### config.mk
export PLATFORM = sky130hd
export DESIGN_NAME = booth_seq_mul
export DESIGN_NICKNAME = d
export VERILOG_FILES = /design/src/rtl/booth_pkg.sv /design/src/rtl/booth_recode.sv /design/src/rtl/booth_addsub.sv /design/src/rtl/booth_ashr.sv /design/src/rtl/booth_seq_mul.sv
export SDC_FILE = /design/constraint.sdc
export NUM_CORES = 1
export LEC_CHECK = 0
export ABC_CLOCK_PERIOD_IN_PS = 3000
export BUFFER_PORTS_ARGS = -buffer_cell sky130_fd_sc_hd__clkbuf_2
export CAP_MARGIN = 20
export CORE_MARGIN = 5
export CORE_UTILIZATION = 45
export DETAILED_ROUTE_END_ITERATION = 8
export GPL_TIMING_DRIVEN = 0
export PLACE_DENSITY = 0.7
export SYNTH_ARGS = -nofsm -noshare
export SYNTH_HDL_FRONTEND = slang
export SYNTH_SLANG_ARGS = --single-unit
### constraint.sdc
create_clock -name clk -period 3 [get_ports clk]
set_input_delay 0 -clock clk [delete_from_list [all_inputs] [get_ports clk]]
set_output_delay 0 -clock clk [all_outputs]
set_load 0.03 [all_outputs]
### src/rtl/booth_pkg.sv
package booth_pkg;

    // Arithmetic step chosen from the (current, previous) multiplier bit pair
    typedef enum logic [1:0] {
        STEP_HOLD = 2'd0,
        STEP_ADD  = 2'd1,
        STEP_SUB  = 2'd2
    } step_e;

    // Decode one recoding pair: 10 starts a run of ones, 01 closes one
    function automatic step_e pair_to_step(input logic [1:0] pair);
        case (pair)
            2'b10:   return STEP_SUB;
            2'b01:   return STEP_ADD;
            default: return STEP_HOLD;
        endcase
    endfunction

endpackage

### src/rtl/booth_recode.sv
module booth_recode
    import booth_pkg::*;
(
    input  logic [1:0] pair_i,
    output step_e      step_o
);

    always_comb begin
        step_o = pair_to_step(pair_i);
    end

endmodule

### src/rtl/booth_addsub.sv
module booth_addsub
    import booth_pkg::*;
#(
    parameter int AW = 33
) (
    input  logic [AW-1:0] acc_i,
    input  logic [AW-1:0] addend_i,
    input  step_e         step_i,
    output logic [AW-1:0] acc_o
);

    logic [AW-1:0] operand;
    logic          carry_in;

    // Subtraction as acc + ~m + 1: one adder for both directions
    always_comb begin
        operand  = '0;
        carry_in = 1'b0;
        case (step_i)
            STEP_ADD: begin
                operand  = addend_i;
                carry_in = 1'b0;
            end
            STEP_SUB: begin
                operand  = ~addend_i;
                carry_in = 1'b1;
            end
            default: begin
                operand  = '0;
                carry_in = 1'b0;
            end
        endcase
        acc_o = acc_i + operand + AW'(carry_in);
    end

endmodule

### src/rtl/booth_ashr.sv
module booth_ashr #(
    parameter int PW = 66
) (
    input  logic [PW-1:0] word_i,
    output logic [PW-1:0] word_o
);

    // Shift right by one place; the top bit is copied to keep the sign
    always_comb begin
        word_o = {word_i[PW-1], word_i[PW-1:1]};
    end

endmodule

### src/rtl/booth_seq_mul.sv
module booth_seq_mul
    import booth_pkg::*;
#(
    parameter int W = 32
) (
    input  logic           clk,
    input  logic           rst_n,
    input  logic           start_i,
    input  logic [W-1:0]   mcand_i,
    input  logic [W-1:0]   mplier_i,
    output logic           busy_o,
    output logic           done_o,
    output logic [2*W-1:0] product_o
);

    // Working register: guard-extended accumulator | multiplier | shifted-out bit
    localparam int AW = W + 1;
    localparam int PW = AW + W + 1;
    localparam int CW = (W > 2) ? $clog2(W) : 1;
    localparam logic [CW-1:0] LAST = CW'(W - 1);

    typedef struct packed {
        logic          busy;
        logic          done;
        logic [CW-1:0] cnt;
        logic [W-1:0]  mcand;
        logic [PW-1:0] work;
    } state_t;

    state_t st_q, st_d;

    step_e         step;
    logic [AW-1:0] acc_cur;
    logic [AW-1:0] acc_new;
    logic [AW-1:0] mcand_ext;
    logic [PW-1:0] work_pre;
    logic [PW-1:0] work_shift;

    assign acc_cur   = st_q.work[PW-1 -: AW];
    assign mcand_ext = {st_q.mcand[W-1], st_q.mcand};

    booth_recode u_recode (
        .pair_i (st_q.work[1:0]),
        .step_o (step)
    );

    booth_addsub #(.AW(AW)) u_addsub (
        .acc_i    (acc_cur),
        .addend_i (mcand_ext),
        .step_i   (step),
        .acc_o    (acc_new)
    );

    assign work_pre = {acc_new, st_q.work[W:0]};

    booth_ashr #(.PW(PW)) u_ashr (
        .word_i (work_pre),
        .word_o (work_shift)
    );

    always_comb begin
        st_d      = st_q;
        st_d.done = 1'b0;
        if (!st_q.busy) begin
            if (start_i) begin
                st_d.busy  = 1'b1;
                st_d.cnt   = '0;
                st_d.mcand = mcand_i;
                st_d.work  = {{AW{1'b0}}, mplier_i, 1'b0};
            end
        end else begin
            st_d.work = work_shift;
            st_d.cnt  = st_q.cnt + 1'b1;
            if (st_q.cnt == LAST) begin
                st_d.busy = 1'b0;
                st_d.done = 1'b1;
            end
        end
    end

    always_ff @(posedge clk) begin
        if (!rst_n) begin
            st_q <= '0;
        end else begin
            st_q <= st_d;
        end
    end

    assign busy_o    = st_q.busy;
    assign done_o    = st_q.done;
    assign product_o = st_q.work[2*W:1];

endmodule

Word level (Yosys, flattened, before mapping)
Index checks and enable logic that the tools add are counted.

cells by class
  equality and inequality tests = 5
  reductions and logical operators = 3
  muxes and demuxes = 9
  bitwise logic cells = 2
  add/sub/neg operators = 3

operators with widths
  cell                   number
  $mux W103              1
  $mux W66               1
  $pmux W33 S2           1
  $add A33 B1 Y33        1
  $add A33 B33 Y33       1
  $not A33 Y33           1
  $add A5 B1 Y5 const B  1
  $eq A5 B5 Y1 const B   1
  $mux W5                1
  $eq A2 B1 Y1 const B   2
  $eq A2 B2 Y1 const B   2
  $pmux W2 S2            1
  $reduce_and A2 Y1      2
  $mux W1                3
  $mux W2                1
  $reduce_bool A2 Y1     1
  $not A1 Y1             1

word-level totals
  register bits after elaboration = 105

Longest topological paths before layout
Gate-level depths: netlist of the first run.

  word-level depth = 7
  gate-level depth with buffers = 15
  mapped depth without buffers = 12

Hierarchy
A second synthesis of the first run with hierarchy kept.

unflattened totals
  cell total of the unflattened synthesis = 875
  area, all modules = 7140.6 sq um

by module, submodules not included
  module         cells an instance  sequential area each (sq um)  area an instance (sq um)  instances
  booth_seq_mul  488                2102.0                        4563.1                    1
  booth_addsub   319                0.0                           2067.0                    1
  booth_ashr     66                 0.0                           495.5                     1
  booth_recode   2                  0.0                           15.0                      1

Worst setup path after synthesis of the first run
Ideal clock, no wire load.

  kind = reg2reg
  start = register st_q (netlist bit product_o[0])
  end = register st_q (netlist bit product_o[51])
  arrival = 2928 ps
  stages on the path, launching flop included = 14
  setup slack = -52 ps
  cell sequence = dfxtp_1 > nor2b_1 > clkbuf_1 > clkbuf_1 > a21oi_1 > fa_1 > fa_1 > nor2b_1 > o211ai_1 > a211oi_2 > nor3_1 > o31a_1 > mux2i_1 > nand3_1

between the ends
  longest elaborated chain between the ends = 7

ends and longest elaborated chain
  element                                              line                 RTL
  start, declared                                      booth_seq_mul.sv:30  state_t st_q, st_d;
  start signal, assigned                               booth_seq_mul.sv:85  st_q <= st_d;
  $eq A2 B1 Y1 / $eq A2 B2 Y1 (equally long branches)  booth_pkg.sv:12      case (pair)
  $pmux W2 S2 (*)                                      booth_pkg.sv:12
  $eq A2 B2 Y1 / $eq A2 B1 Y1 (equally long branches)  booth_addsub.sv:19   case (step_i)
  $pmux W33 S2                                         booth_addsub.sv:19
  $add A33 B33 Y33                                     booth_addsub.sv:33   acc_o = acc_i + operand + AW'(carry_in);
  $add A33 B1 Y33 (*)                                  booth_addsub.sv:33
  $mux W66 (*)                                         booth_seq_mul.sv:64  if (!st_q.busy) begin

Every way passes the cells marked *; elsewhere a longest branch is shown, timed or not.
A chain may end at the register's enable or synchronous reset.

Final worst setup path of the first run
  start = register st_q (netlist bit product_o[0])
  end = register st_q (netlist bit product_o[49])

The elaborated chain is that of the path after synthesis.

==> results of run 1 <==
## timing repair
item	in CTS	in global routing
pin swaps	5	17
hold buffers	33	0
endpoints found under the hold margin	33	0
setup endpoints to repair	20	21
gates resized for setup	20	36
setup buffers	14	4
## cells in the final DEF (no fill, tap or decap), drive strengths merged, types with 13 or more instances in the layout
cell and n:
inv 13, clkbuf 182, buf 93, dlygate4sd3 33
dfxtp 104, a21o 14, nand2 170, ha 33
nor3b 15, a21oi 47, a21boi 34, xnor2 13
nor2b 25, and2 37, nor2 20, o21ai 91
mux2i 34
## layout make-up
class | count | area [um^2] | area share [%]
well taps | 188 | 235 | 2.72
clock buffers | 9 | 225 | 2.60
plain buffers | 120 | 748 | 8.64
clock inverters | 5 | 57.6 | 0.664
inverters | 11 | 41.3 | 0.477
repair buffers | 179 | 1110 | 12.8
multi-input cells | 655 | 4160 | 48.0
flip-flops and latches | 104 | 2090 | 24.1
## cells by family after synthesis
| group | synth area share [%] |
|---|---|
| mux | 5.26 |
| fa+ha+maj | 6.57 |
| simple gates | 22.4 |
| compound gates | 22.3 |
| flops | 30.2 |
| xor+xnor | 2.29 |
| buf+inv | 10.9 |
## power by group through the flow
stage	Clock (mW)	Combinational [mW]	Sequential, mW
after floorplan	0	0.493	1.52
after global placement	0	0.677	1.54
after detailed placement	0	0.683	1.54
after CTS	1.20	0.727	1.50
after global routing	1.27	0.811	1.52
final	1.19	0.738	1.51
## per-layer routing
layer  wire [um]  share of wire (%)  GRT usage, %  vias up
met5           0                  0             0        -
met4         252                1.3          5.26        0
met3         797                4.3          3.53       18
met2        9120                 49          35.1      131
met1        8570                 46          27.5     3086
li1            -                  -             -     3397
## sequential cells by signal, summed over array words and instances (netlist names)
signal     count
busy_o         1
done_o         1
mcand_ext     32
product_o     64
st_q           6
## worst min-delay path by stage
stage | start | endpoint | cells after the start | slack [ps]
floorplan | mcand_i[23] | mcand_ext[23]$_SDFFE_PN0P_ | 2 | 140
global placement | mcand_i[10] | mcand_ext[10]$_SDFFE_PN0P_ | 3 | 240
detailed placement | mcand_i[6] | mcand_ext[6]$_SDFFE_PN0P_ | 3 | 240
CTS | mplier_i[0] | product_o[0]$_SDFFE_PN0P_ | 4 | 20
global route | mplier_i[10] | product_o[10]$_SDFFE_PN0P_ | 4 | 50
finish | mplier_i[1] | product_o[1]$_SDFFE_PN0P_ | 4 | 20
## worst max-delay path: stages, from the launching register on
cell	delay [ps]
dfxtp_4	370
nor2b_4	110
buf_6	120
buf_8	110
a21oi_4	50
fa_2	420
fa_2	400
nor2b_2	140
o211ai_1	130
a211oi_2	210
buf_4	170
nor3_4	40
o31a_1	400
xor2_1	180
o21ai_1	70
==> flow_summary_export.csv, run 1 <==
group,metric,value,unit
worst_setup_path,reg2reg_slack,-60,ps
synth,synthesis.area,0.00690,mm^2
floorplanning,die_x,134,um
sta,finalSetupTns,-200,ps
layout,design_area,0.00866,mm^2
placed_design,dpl-instance-area,0.00779,mm^2
layout,drive_gt1_share,25.2,%
cts,ctsLongestPathBuffers,2,
synth,synth_edf_count,0,
synth,ys.warnings.count,0,
synth,synthArstFlopShare,0,%
layout,final_cells,1271,
worst_setup_path,worst_ep_required_time,3230,ps
route,drtIter0Drc,406,
floorplanning,initial_core_util,45.5,%
placed_design,globalplace.congestion,0.873,
route,vias_per_cell,5.22,
sta,slew_viol_final,0,
status,outcome,"complete, but fails checks",
worst_setup_path,rr_endpoint,"product_o[49]$_SDFFE_PN0P_",
sta,tightest_slew,703,ps
layout,final_util,57.2,%
route,num_vias,6632,
power,vdd_drop_max,0.267,mV
sta,worst_slack,-62.1,ps
sta,layout_min_cycle_time,3060,ps
worst_setup_path,r2r-start,"product_o[0]$_SDFFE_PN0P_",
min_path,hp-class,"in2reg",
sta,rsz0062_at_grt,"true",
sta,hold_viol,0,
sta,finalSetupViolCount,4,
cts,clock_latency,360,ps
layout,fill_cells,1366,
cts,h-tree-depth,3,
grt,grt.overflow.total,0,
synth,synth_nets,993,
grt,gr-usage-all-layers,20.7,%
route,routed_wl,18700,um
route,ant_nets,0,
grt,antenna_found_initial,0,
power,clockPowerShare,34.6,%
synth,yosysMostFrequentCell,"nand2_1",
power,power_frac_comb,21.5,%
synth,synth_seq_cells,104,
floorplanning,ioPinCount,133,
floorplanning,coreArea,0.0151,mm^2
layout,layout.nets,1182,
worst_setup_path,path_class,"reg2reg",
sta,holdWs,24.5,ps
synth,syn_area_per_cell,7.74,um^2
grt,grt_pass1_vias,6330,
power,swShare,29.8,%
cts,clock_tree.root_cell,"clkbuf_16",
power,finalPower,3.43,mW
sta,max_freq,0.327,GHz
worst_setup_path,crit_path_max_fanout,5,
status,violations,"negative setup slack",
power,p_int,2.41,mW
power,seq_power_share,43.9,%
synth,synthTopCellsByArea,"dfxtp_1 (30%), nand2_1 (9.3%), buf_4 (7.2%)",
synth,syn_inst,891,
power,netSwitchingPower,1.02,mW
grt,grt_max_degree,17,
cts,cts_sinks,104,
synth,synth_top_area_cell,"dfxtp_1",
synth,ys.flop_type,"dfxtp_1",
placed_design,dpl.hpwl,13800,um
synth,synth_cell_types,59,
sta,fin_skew,11.9,ps
sta,relSlewSlack,53.1,%
flow_run,maxCapViolCount,0,
worst_setup_path,arrival,3290,ps
placed_design,dp_slack,-440,ps
cts,cts_tree,"done",
grt,grt_pass1_wl,30700,um
placed_design,placed_cells,1211,
worst_setup_path,cp-start-kind,"flop",
floorplanning,rows,45,
floorplanning,die_area,0.0179,mm^2
route,drc,0,
sta,post-route-period-util,102,%
layout,diodes,0,
worst_setup_path,crit_start,"product_o[0]$_SDFFE_PN0P_",
cts,cts_buffers,9,
layout,syn_to_final_growth,25.6,%
synth,synthTopCellsByCount,"nand2_1 (170), dfxtp_1 (104), o21ai_0 (86), buf_4 (66)",
synth,seq_area_frac_synth,30.2,%
route,first_pass_iters,5,
route,routedWlPerCell,14.7,um
power,power_density,396,mW/mm^2
worst_setup_path,endpoint_kind,"flop",
worst_setup_path,rr_worst_depth,14,
cts,cts.reportedPaths.clkPinSlew,70,ps
power,p_leak,3.91,nW
worst_setup_path,setup.worst_path.end,"product_o[49]$_SDFFE_PN0P_",
placed_design,port_buffers,132,
synth,synth_top_area_share,30.2,%
floorplanning,die_height,134,um
No activity file was read; power rests on OpenSTA's default activity.
==> run 2, diff against run 1 <==
--- a/config.mk
+++ b/config.mk
@@ -5,6 +5,7 @@
 export SDC_FILE = /design/constraint.sdc
 export NUM_CORES = 1
 export LEC_CHECK = 0
+export ABC_AREA = 1
 export ABC_CLOCK_PERIOD_IN_PS = 3000
 export BUFFER_PORTS_ARGS = -buffer_cell sky130_fd_sc_hd__clkbuf_2
 export CAP_MARGIN = 20
@@ -12,7 +13,7 @@
 export CORE_UTILIZATION = 45
 export DETAILED_ROUTE_END_ITERATION = 8
 export GPL_TIMING_DRIVEN = 0
-export PLACE_DENSITY = 0.7
+export PLACE_DENSITY = 0.69
 export SYNTH_ARGS = -nofsm -noshare
 export SYNTH_HDL_FRONTEND = slang
 export SYNTH_SLANG_ARGS = --single-unit
==> flow_summary_export.csv, run 2 <==
group,metric,value,unit
floorplanning,rows,46,
sta,holdWs,141,ps
synth,synthArstFlopShare,0,%
route,drc,0,
synth,synth_seq_cells,104,
synth,synth_top_area_share,28.6,%
worst_setup_path,cp-start-kind,"flop",
cts,cts_tree,"done",
sta,post-route-period-util,95.5,%
layout,diodes,0,
floorplanning,coreArea,0.0159,mm^2
synth,ys.flop_type,"dfxtp_1",
power,swShare,32.6,%
synth,ys.warnings.count,0,
grt,grt_max_degree,18,
cts,cts_sinks,104,
layout,layout.nets,1487,
placed_design,dpl-instance-area,0.00822,mm^2
worst_setup_path,crit_start,"product_o[0]$_SDFFE_PN0P_",
power,netSwitchingPower,1.15,mW
synth,synth_cell_types,39,
min_path,hp-class,"in2reg",
worst_setup_path,crit_path_max_fanout,10,
route,ant_nets,0,
worst_setup_path,path_class,"reg2reg",
power,finalPower,3.52,mW
cts,cts_buffers,9,
route,route.top_layer_used,"met4",
placed_design,globalplace.congestion,0.906,
grt,antenna_found_initial,0,
worst_setup_path,rr_worst_depth,16,
status,outcome,"completed",
layout,largest_register_ffs,64,
worst_setup_path,endpoint_kind,"flop",
synth,synth_edf_count,0,
layout,multi_input_area,0.00391,mm^2
layout,final_util,57.6,%
layout,fill_cells,1592,
power,power_density,385,mW/mm^2
layout,design_area,0.00915,mm^2
sta,layout_min_cycle_time,2860,ps
grt,grt_pass1_vias,7144,
sta,fin_skew,9.06,ps
floorplanning,die_area,0.0188,mm^2
synth,seq_area_frac_synth,28.6,%
floorplanning,die_x,137,um
layout,final_common_cell,"nand2_1",
power,p_int,2.37,mW
cts,h-tree-depth,3,
route,first_pass_iters,6,
synth,syn_area_per_cell,6.18,um^2
worst_setup_path,arrival,3090,ps
grt,gr-usage-all-layers,23.5,%
floorplanning,initial_core_util,45.9,%
placed_design,dpl.hpwl,16900,um
worst_setup_path,worst_ep_required_time,3230,ps
cts,postCtsSetupRepairBufs,0,
synth,synthTopCellsByArea,"dfxtp_1 (29%), nand2_1 (19%), inv_1 (8.5%)",
synth,yosysMostFrequentCell,"nand2_1",
worst_setup_path,setup.worst_path.end,"product_o[63]$_SDFFE_PN0P_",
route,routedWlPerCell,13.6,um
worst_setup_path,r2r-start,"product_o[0]$_SDFFE_PN0P_",
cts,ctsLongestPathBuffers,2,
flow_run,maxCapViolCount,0,
route,num_vias,7582,
route,met3_length,1260,um
sta,tightest_slew,565,ps
sta,hold_viol,0,
synth,synth_nets,1280,
synth,synthesis.area,0.00729,mm^2
sta,slew_viol_final,0,
route,vias_per_cell,4.72,
synth,syn_inst,1178,
sta,max_freq,0.349,GHz
power,p_leak,4.98,nW
floorplanning,die_height,137,um
power,seq_power_share,43.6,%
sta,finalSetupViolCount,0,
route,wl_met1,10000,um
layout,seqCellArea,0.00208,mm^2
power,clockPowerShare,32.2,%
synth,synth_top_area_cell,"dfxtp_1",
synth,synthTopCellsByCount,"nand2_1 (376), inv_1 (165), dfxtp_1 (104), nor2_1 (104), o21ai_0 (83)",
worst_setup_path,rr_endpoint,"product_o[63]$_SDFFE_PN0P_",
placed_design,port_buffers,132,
layout,final_cell_mix,"nand2_1 (376), inv_1 (165), clkbuf_2 (133), dfxtp_1 (104), nor2_1 (103)",
worst_setup_path,reg2reg_slack,140,ps
grt,grt_pass1_wl,34800,um
power,power_frac_comb,24.2,%
route,drtIter0Drc,490,
route,routed_wl,21800,um
cts,clock_tree.root_cell,"clkbuf_16",
cts,clock_latency,360,ps
sta,relSlewSlack,62.4,%
route,wl_met2,10100,um
layout,syn_to_final_growth,25.6,%
layout,drive_gt1_share,20.5,%
floorplanning,ioPinCount,133,
power,vdd_drop_max,0.284,mV
grt,grt.overflow.total,0,
cts,cts.reportedPaths.clkPinSlew,80,ps
-- run 2: how the worst min path moves through the flow --
stage          depth (start not counted)         from                    endpoint  slack (ps)
6_report                               3        rst_n  product_o[33]$_SDFFE_PN0P_         140
5_1_grt                                3        rst_n  product_o[33]$_SDFFE_PN0P_         140
4_1_cts                                3        rst_n  product_o[33]$_SDFFE_PN0P_         120
3_5_place_dp                           3  mcand_i[16]  mcand_ext[16]$_SDFFE_PN0P_         260
3_3_place_gp                           3  mcand_i[16]  mcand_ext[16]$_SDFFE_PN0P_         250
2_1_floorplan                          2   mcand_i[0]   mcand_ext[0]$_SDFFE_PN0P_         170
-- run 2: power groups by stage --
stage / clock [mW] / combinational, mW / sequential (mW)
floorplan: 0 / 0.546 / 1.55
global placement: 0 / 0.772 / 1.56
detailed placement: 0 / 0.778 / 1.57
CTS: 1.15 / 0.847 / 1.53
global route: 1.21 / 0.940 / 1.55
finish: 1.14 / 0.852 / 1.54
-- run 2: stage by stage --
stage,setup TNS (ps),std cells,worst slack [ps]
5_1_grt,-63.5,1606,-25.6
3_3_place_gp,-413,1526,-162
2_1_floorplan,0,1178,409
3_5_place_dp,-503,1526,-173
6_report,0,1606,135
4_1_cts,0,1606,17.4
-- run 2: cells by family (layout without fill, tap and decap cells) --
family / after synthesis / count (layout) / share of synthesized area, %
adders and majority gates: 35 / 35 / 6.22
DFF: 104 / 104 / 28.6
buffers and inverters: 276 / 488 / 17.9
AOI/OAI and AO/OA: 182 / 182 / 13.8
and+or+nand+nor: 581 / 581 / 33.5
-- run 2: layout make-up --
type	count	share of cell area [%]
inverter	173	7.10
clock buffer	11	2.54
multi-input combinational	798	42.8
clock inverter	5	0.451
timing repair buffer	196	14.2
sequential	104	22.8
buffer	103	7.19
tap	216	2.95
-- run 2: worst max-delay path, cell delays in order, from the launching register on --
cell and delay (ps):
dfxtp_1 430, nand2_1 180, clkbuf_2 240, fa_1 470, fa_1 380, inv_1 150, nand2_1 70, nand2_1 110
nand3_1 90, nand2_2 110, nand2_2 60, nand2_2 130, nand2_2 80, nand2_1 60, nand2_1 60, nand3_2 70
a21oi_2 50
-- run 2: routing by layer --
metal	vias up	global-route usage, %
met3	33	3.76
met4	0	8.37
met1	3333	30.9
met5	-	0
met2	196	39.0
li1	4020	-
-- run 2: what timing repair did --
item,in CTS,in global routing
hold endpoints to repair,64,0
endpoints found under the setup margin,6,13
hold buffers,64,0
gates resized for setup,2,6
==> run 3, diff against run 2 <==
--- a/config.mk
+++ b/config.mk
@@ -11,6 +11,7 @@
 export CAP_MARGIN = 20
 export CORE_MARGIN = 5
 export CORE_UTILIZATION = 45
+export CTS_CLUSTER_DIAMETER = 40
 export DETAILED_ROUTE_END_ITERATION = 8
 export GPL_TIMING_DRIVEN = 0
 export PLACE_DENSITY = 0.69
==> constraint.sdc (replaced) <==
create_clock -name clk -period 3 [get_ports clk]
set_input_delay 0.15 -clock clk [delete_from_list [all_inputs] [get_ports clk]]
set_output_delay 0.15 -clock clk [all_outputs]
set_load 0.03 [all_outputs]
==> flow_summary_export.csv, run 3 (synthesized netlist as in run 2, its figures left out) <==
group,metric,value,unit
sta,holdWs,42.4,ps
layout,final_cell_mix,"nand2_1 (376), inv_1 (165), clkbuf_2 (133), dfxtp_1 (104), nor2_1 (103)",
worst_setup_path,arrival,3100,ps
route,ant_nets,0,
sta,hold_viol,0,
floorplanning,coreArea,0.0159,mm^2
floorplanning,die_x,137,um
route,routedWlPerCell,13.6,um
grt,gr-usage-all-layers,22.6,%
cts,cts.hold.buffers_added,0,
layout,diodes,0,
layout,final_common_cell,"nand2_1",
power,power_density,405,mW/mm^2
power,p_leak,4.71,nW
cts,cts_buffers,9,
sta,max_freq,0.349,GHz
status,outcome,"completed",
grt,grt_pass1_wl,33300,um
sta,fin_skew,8.07,ps
worst_setup_path,cp-start-kind,"flop",
placed_design,globalplace.congestion,0.906,
worst_setup_path,path_class,"reg2reg",
worst_setup_path,crit_path_max_fanout,10,
route,drtIter0Drc,432,
route,routed_wl,21000,um
power,vdd_drop_max,0.282,mV
layout,largest_register_ffs,64,
grt,grt.overflow.total,0,
grt,antenna_found_initial,0,
cts,clock_latency,350,ps
cts,ctsResizeCount,2,
grt,grt_pass1_vias,6798,
layout,design_area,0.00851,mm^2
sta,tightest_slew,560,ps
placed_design,dpl-instance-area,0.00822,mm^2
layout,multi_input_area,0.00391,mm^2
route,vias_per_cell,4.72,
worst_setup_path,worst_ep_required_time,3230,ps
floorplanning,die_height,137,um
cts,h-tree-depth,3,
placed_design,dpl.hpwl,16900,um
route,num_vias,7281,
cts,cts_tree,"done",
worst_setup_path,endpoint_kind,"flop",
layout,fill_cells,1688,
route,drc,0,
cts,ctsLongestPathBuffers,2,
sta,post-route-period-util,95.6,%
route,first_pass_iters,5,
cts,postCtsSetupRepairBufs,0,
flow_run,maxCapViolCount,0,
sta,layout_min_cycle_time,2870,ps
sta,finalSetupViolCount,0,
power,finalPower,3.45,mW
layout,syn_to_final_growth,16.8,%
sta,slew_viol_final,0,
floorplanning,ioPinCount,133,
min_path,hp-class,"in2reg",
cts,clock_tree.root_cell,"clkbuf_16",
grt,grt_max_degree,18,
placed_design,port_buffers,132,
layout,seqCellArea,0.00208,mm^2
cts,cts_sinks,104,
floorplanning,rows,46,
floorplanning,initial_core_util,45.9,%
layout,layout.nets,1423,
layout,drive_gt1_share,21.5,%
cts,cts.reportedPaths.clkPinSlew,70,ps
floorplanning,die_area,0.0188,mm^2
sta,relSlewSlack,62.6,%
-- run 3: changes by cell type in the layout (fill, tap and decap cells not counted), sizes merged --
| cell | change |
|---|---|
| dlygate4sd3 | -64 |
-- run 3: report_power, final --
group	internal [mW]	switching [mW]	total, mW
registers	1.47	0.0666	1.54
clock network	0.571	0.560	1.13
logic	0.280	0.502	0.782
-- run 3: final timing paths --
path,cells after the start,end,slack [ps],startpoint
hold / removal,3,mcand_ext[16]$_SDFFE_PN0P_,40,mcand_i[16]
setup / recovery,16,product_o[63]$_SDFFE_PN0P_,130,product_o[0]$_SDFFE_PN0P_
hold reg to reg,2,mcand_ext[1]$_SDFFE_PN0P_,480,mcand_ext[1]$_SDFFE_PN0P_
setup reg to reg,16,product_o[63]$_SDFFE_PN0P_,130,product_o[0]$_SDFFE_PN0P_
-- run 3: layout make-up --
type,instances,share of cell area [%]
Multi-Input combinational cell,798,46.0
Sequential cell,104,24.5
Timing Repair Buffer,132,7.76
Buffer,103,7.74
Inverter,173,7.63
Tap cell,216,3.18
Clock buffer,11,2.74
Clock inverter,5,0.485
-- run 3: critical path: stages (launching register included) --
cell      delay (ps)
dfxtp_1          430
nand2_1          180
clkbuf_2         240
fa_1             470
fa_1             380
inv_1            150
nand2_1           70
nand2_1          110
nand3_1           90
nand2_2          110
nand2_2           50
nand2_2          130
nand2_2           80
nand2_1           60
nand2_1           60
nand3_2           70
a21oi_2           50
-- run 3: through the flow --
stage	TNS [ps]	util, %	setup slack [ps]	instances
3_3_place_gp	-413	51.7	-162	1526
6_report	0	53.6	132	1542
4_1_cts	0	53.5	17.4	1542
2_1_floorplan	0	-	409	1178
3_5_place_dp	-503	51.7	-173	1526
5_1_grt	-62.8	53.6	-25.4	1542
-- run 3: per-layer routing --
layer  vias to the layer above  global-route usage (%)  share of wire, %
li1                       3890                       -                 -
met2                       167                    36.8                45
met1                      3200                    30.2                47
met4                         0                    7.10               1.8
met3                        24                    4.38               5.8
met5                         -                       0                 0
